### src/rtl/rx_tag_fifo.sv
module rx_tag_fifo #(
  parameter int DEPTH     = 64,
  parameter int DW        = 8,
  parameter int LVL_W     = 8,
  parameter int CHAR_CLKS = 8
) (
  input  logic              clk,
  input  logic              rst_n,
  input  logic              push_valid,
  input  logic [DW-1:0]     push_data,
  input  logic              push_ferr,
  input  logic              push_brk,
  input  logic              pop,
  input  logic [LVL_W-1:0]  tx_fill,
  input  logic [2:0]        trig_code,
  input  logic [1:0]        tmo_code,
  output logic [DW+2:0]     rd_word,
  output logic [2*LVL_W-1:0] level_word,
  output logic              rx_trig,
  output logic              rx_timeout,
  output logic              overrun
);
  localparam int AW      = $clog2(DEPTH);
  localparam int CW      = $clog2(DEPTH + 1);
  localparam int EW      = DW + 2;
  localparam int TMO_MAX = 16 * CHAR_CLKS;
  localparam int TW      = $clog2(TMO_MAX + 1);

  logic [EW-1:0] mem [DEPTH];
  logic [AW-1:0] wr_ptr, rd_ptr;
  logic [CW-1:0] count, trig_thr;
  logic [TW-1:0] idle_cnt, idle_lim;

  wire is_full  = (count == CW'(DEPTH));
  wire is_empty = (count == '0);
  wire do_pop   = pop && !is_empty;
  wire do_push  = push_valid && (!is_full || do_pop);

  function automatic logic [AW-1:0] bump(input logic [AW-1:0] p);
    return (p == AW'(DEPTH - 1)) ? '0 : p + 1'b1;
  endfunction

  always_ff @(posedge clk) begin
    if (do_push) mem[wr_ptr] <= {push_brk, push_ferr, push_data};
  end

  always_ff @(posedge clk) begin
    if (!rst_n) begin
      wr_ptr  <= '0;
      rd_ptr  <= '0;
      count   <= '0;
      rd_word <= '0;
      overrun <= 1'b0;
    end else begin
      if (do_push) wr_ptr <= bump(wr_ptr);
      if (do_pop)  rd_ptr <= bump(rd_ptr);
      case ({do_push, do_pop})
        2'b10:   count <= count + 1'b1;
        2'b01:   count <= count - 1'b1;
        default: count <= count;
      endcase
      if (pop)
        rd_word <= do_pop ? {mem[rd_ptr][EW-1:DW], 1'b0, mem[rd_ptr][DW-1:0]}
                          : {2'b00, 1'b1, {DW{1'b0}}};
      overrun <= push_valid && is_full && !pop;
    end
  end

  always_comb begin
    case (trig_code)
      3'd0:    trig_thr = CW'(1);
      3'd1:    trig_thr = CW'(4);
      3'd2:    trig_thr = CW'(8);
      3'd3:    trig_thr = CW'(16);
      3'd4:    trig_thr = CW'(32);
      default: trig_thr = CW'(48);
    endcase
  end

  always_comb begin
    case (tmo_code)
      2'd1:    idle_lim = TW'(4 * CHAR_CLKS);
      2'd2:    idle_lim = TW'(8 * CHAR_CLKS);
      default: idle_lim = TW'(16 * CHAR_CLKS);
    endcase
  end

  always_ff @(posedge clk) begin
    if (!rst_n || push_valid || pop || is_empty) idle_cnt <= '0;
    else if (idle_cnt != TW'(TMO_MAX))           idle_cnt <= idle_cnt + 1'b1;
  end

  assign rx_trig    = (count >= trig_thr);
  assign rx_timeout = (tmo_code != 2'd0) && !is_empty && (idle_cnt >= idle_lim);
  assign level_word = {tx_fill, LVL_W'(count)};
endmodule

### config.mk
export PLATFORM = sky130hd
export DESIGN_NAME = rx_tag_fifo
export DESIGN_NICKNAME = d
export VERILOG_FILES = /design/src/rtl/rx_tag_fifo.sv
export SDC_FILE = /design/constraint.sdc
export NUM_CORES = 1
export LEC_CHECK = 0
export ABC_AREA = 1
export BUFFER_PORTS_ARGS = -buffer_cell sky130_fd_sc_hd__buf_2
export CORE_ASPECT_RATIO = 0.5
export CORE_MARGIN = 2
export CORE_UTILIZATION = 55
export DETAILED_ROUTE_END_ITERATION = 10
export PLACE_DENSITY = 0.7
export SLEW_MARGIN = 20
export SYNTH_ARGS = -nofsm -noshare
export SYNTH_HDL_FRONTEND = slang
export SYNTH_SLANG_ARGS = --single-unit
### constraint.sdc
create_clock -name clk -period 6.7 [get_ports clk]
set_clock_uncertainty 0.2 [all_clocks]
set_input_delay 1.675 -clock clk [delete_from_list [all_inputs] [get_ports clk]]
set_output_delay 1.675 -clock clk [all_outputs]
set_load 0.01 [all_outputs]
==> impl_metrics.csv <==
group,metric,value,unit
sta,hold_violations,0,
global_route,top_usage_layer,"met2",
yosys,synth_largest_area_cell,"edfxtp_1",
sta,fmax,196,MHz
route,vias,18196,
global_route,grt_use_met2,42.0,%
yosys,ys_warn_count,0,
final_layout,drive_gt1_share,7.34,%
global_route,gr-usage-met1,40.3,%
global_route,grt_pass1_wl,107000,um
yosys,synth_seq_cells,685,
hold_path,hold_path_class,"reg2reg",
clocking,post-cts-setup-buffer-count,0,
route,drcViolationCount,0,
hold_path,hold_depth,2,
floorplanning,die_x,320,um
yosys,postSynthAreaPerCell,12.7,um2
yosys,synth_edf_count,640,
final_layout,multiInputGateArea,6500,um2
route,first_pass_iters,6,
sta,max_slew.worst_pin.slew,1.13,ns
clocking,cts_resized,0,
route,avgViaCountPerCell,6.43,
yosys,syn_nets,2208,
yosys,synth_top_area_share,69.8,%
yosys,synth-seq-area-share,73.0,%
placement,dpl.hpwl,39700,um
sta,slew_headroom,24.4,%
worst_setup_path,r2r-end,"rd_word[4]",
yosys,synthFlopType,"edfxtp_1",
floorplanning,die_h,162,um
clocking,cts_tree,"done",
hold_path,whs_endpoint,"rd_word[9]",
sta,fin_crit_sh,76.3,%
placement,numPlacedInstances,2722,
floorplanning,io_pins,57,
placement,io_buffers,39,
pwr,peakVddDrop,207,uV
hold_path,hp-start,"rd_word[9]",
yosys,synth_common_cells,"edfxtp_1 (640), nor2_1 (386), o21ai_0 (305)",
sta,slew_viol_final,0,
final_layout,nets,2175,
worst_setup_path,critPathLaunchType,"input pin",
final_layout,final_cells,2829,
worst_setup_path,reg2reg_slack,2.87,ns
global_route,track_usage,27.4,%
sta,fin_crit,5.11,ns
floorplanning,core_area,49000,um2
yosys,syn_area,27500,um2
route,first_iter_violations,2803,
sta,setup_viol,0,
global_route,globalRouteOverflowTotal,0,
yosys,synthCells,2165,
final_layout,nFillCells,3673,
flow_run,drv_cap,0,
route,routedWlPerCell,25.3,um
global_route,use_met3,5.87,%
global_route,grt_pass1_vias,17260,
final_layout,ff_latch_area,20100,um2
worst_setup_path,ff2ff_path_depth,10,
clocking,cts.sinks,685,
yosys,synth.top_cells.by_area,"edfxtp_1 (70%), o21ai_0 (5.5%), nor2_1 (5.3%)",
worst_setup_path,crit_path_end_kind,"primary output",
floorplanning,die-area,52000,um2
route,wl,71700,um
yosys,synth.distinct_cells,40,
run_status,status,"finished, final reports clean",
worst_setup_path,worstPathRequired,4.83,ns
clocking,htree_levels,2,
global_route,antenna_found_initial,0,
worst_setup_path,crit_type,"in2out",
worst_setup_path,cp.arrival,3.24,ns
clocking,insertion_delay,0.62,ns
yosys,async_flop_share,0,%
clocking,path_clk_slew,0.07,ns
clocking,clock_path_buffers,3,
sta,rsz0062_at_grt,"false",
clocking,cts_hold_buf,0,
pwr,p_leak,0.00974,uW
placement,gp_congestion,0.883,
floorplanning,start_util,56.2,%
worst_setup_path,cp_max_fo,3,
clocking,root_buffer,"clkbuf_16",
sta,fin_tns_setup,0,ns
floorplanning,fp-row-count,57,
yosys,synth.most_common_cell,"edfxtp_1",
global_route,grt_max_degree,172,
route,ant_nets,0,
final_layout,area_growth,8.50,%
pwr,power.density,318,nW/um2
clocking,cts_buffers,57,
through the flow:
step | area, um2 | setup WS (ns) | utilization, % | total power (uW) | hold slack [ns]
after global routing | 29900 | 1.48 | 61.0 | 9800 | 0.273
after floorplan | 27500 | 1.99 | - | 5720 | 0.250
after CTS | 29900 | 1.62 | 61.0 | 9480 | 0.251
final | 29900 | 1.59 | 61.0 | 9510 | 0.249
after global placement | 28000 | 1.68 | 57.1 | 6120 | 0.235
after detailed placement | 28000 | 1.63 | 57.1 | 6140 | 0.237
cells in the final DEF (no fill, tap or decap), types with 11 or more instances in the layout:
cell type / n
nand3_1: 182
dfxtp_1: 41
clkinv_1: 13
edfxtp_1: 640
buf_4: 22
clkbuf_16: 59
o21ai_0: 305
ha_1: 16
nor2_1: 385
nand2_1: 170
inv_1: 44
nand4_1: 13
a21oi_1: 19
buf_2: 33
clkinv_2: 13
o221ai_1: 141
clkbuf_1: 11
routing by layer:
metal / vias to the layer above / part of all wire (%)
met1: 8985 / 41
met4: 0 / 2.2
met5: - / 0
met2: 1105 / 45
met3: 129 / 11
li1: 7977 / -
cell families after synthesis:
kind of cell | Yosys count | synth area share [%]
AND/OR/NAND/NOR | 769 | 11.6
flip-flops | 685 | 73.0
AO/OA/AOI/OAI | 486 | 11.0
buffers and inverters | 200 | 3.41
adder cells (fa/ha/maj) | 16 | 0.727
XOR/XNOR | 8 | 0.254
other | 1 | 0.0136
how the worst max path moves through the flow:
| stage | from | end | slack, ns | depth (start not counted) |
|---|---|---|---|---|
| 3_3_place_gp | trig_code[2] | rx_trig | 1.68 | 12 |
| 5_1_grt | trig_code[2] | rx_trig | 1.48 | 12 |
| 2_1_floorplan | trig_code[2] | rx_trig | 1.99 | 10 |
| 4_1_cts | trig_code[2] | rx_trig | 1.62 | 12 |
| 3_5_place_dp | trig_code[2] | rx_trig | 1.63 | 12 |
| 6_report | trig_code[2] | rx_trig | 1.59 | 12 |
sequential cells by signal, indices dropped and copies added (netlist names), named ones only:
register / flops
count: 7
idle_cnt: 8
mem: 640
overrun: 1
rd_ptr: 6
rd_word: 11
wr_ptr: 6
critical path, cell delays in order:
cell and delay [ns]:
buf_2 0.11, nor2_1 0.13, inv_1 0.07, nor2_1 0.09, ha_1 0.23, nor2_1 0.10, a21boi_0 0.11, o21a_1 0.18
o21a_1 0.16, o21ai_0 0.18, nand2_1 0.06, buf_2 0.14
area by class of cell:
cell class / instances / share of cell area [%]
inverter: 52 / 0.687
multi-input combinational: 1280 / 21.7
clock buffer: 75 / 5.31
antenna: 1 / 0.00837
tap: 649 / 2.72
clock inverter: 31 / 1.00
timing repair buffer: 56 / 1.17
sequential: 685 / 67.4
report_power, final:
| group | internal (uW) | total [uW] | switching (uW) |
|---|---|---|---|
| Sequential | 4710 | 4800 | 87.4 |
| Clock | 1890 | 3410 | 1520 |
| Combinational | 345 | 1290 | 947 |
Note: power is estimated with default switching activity, not from simulation.
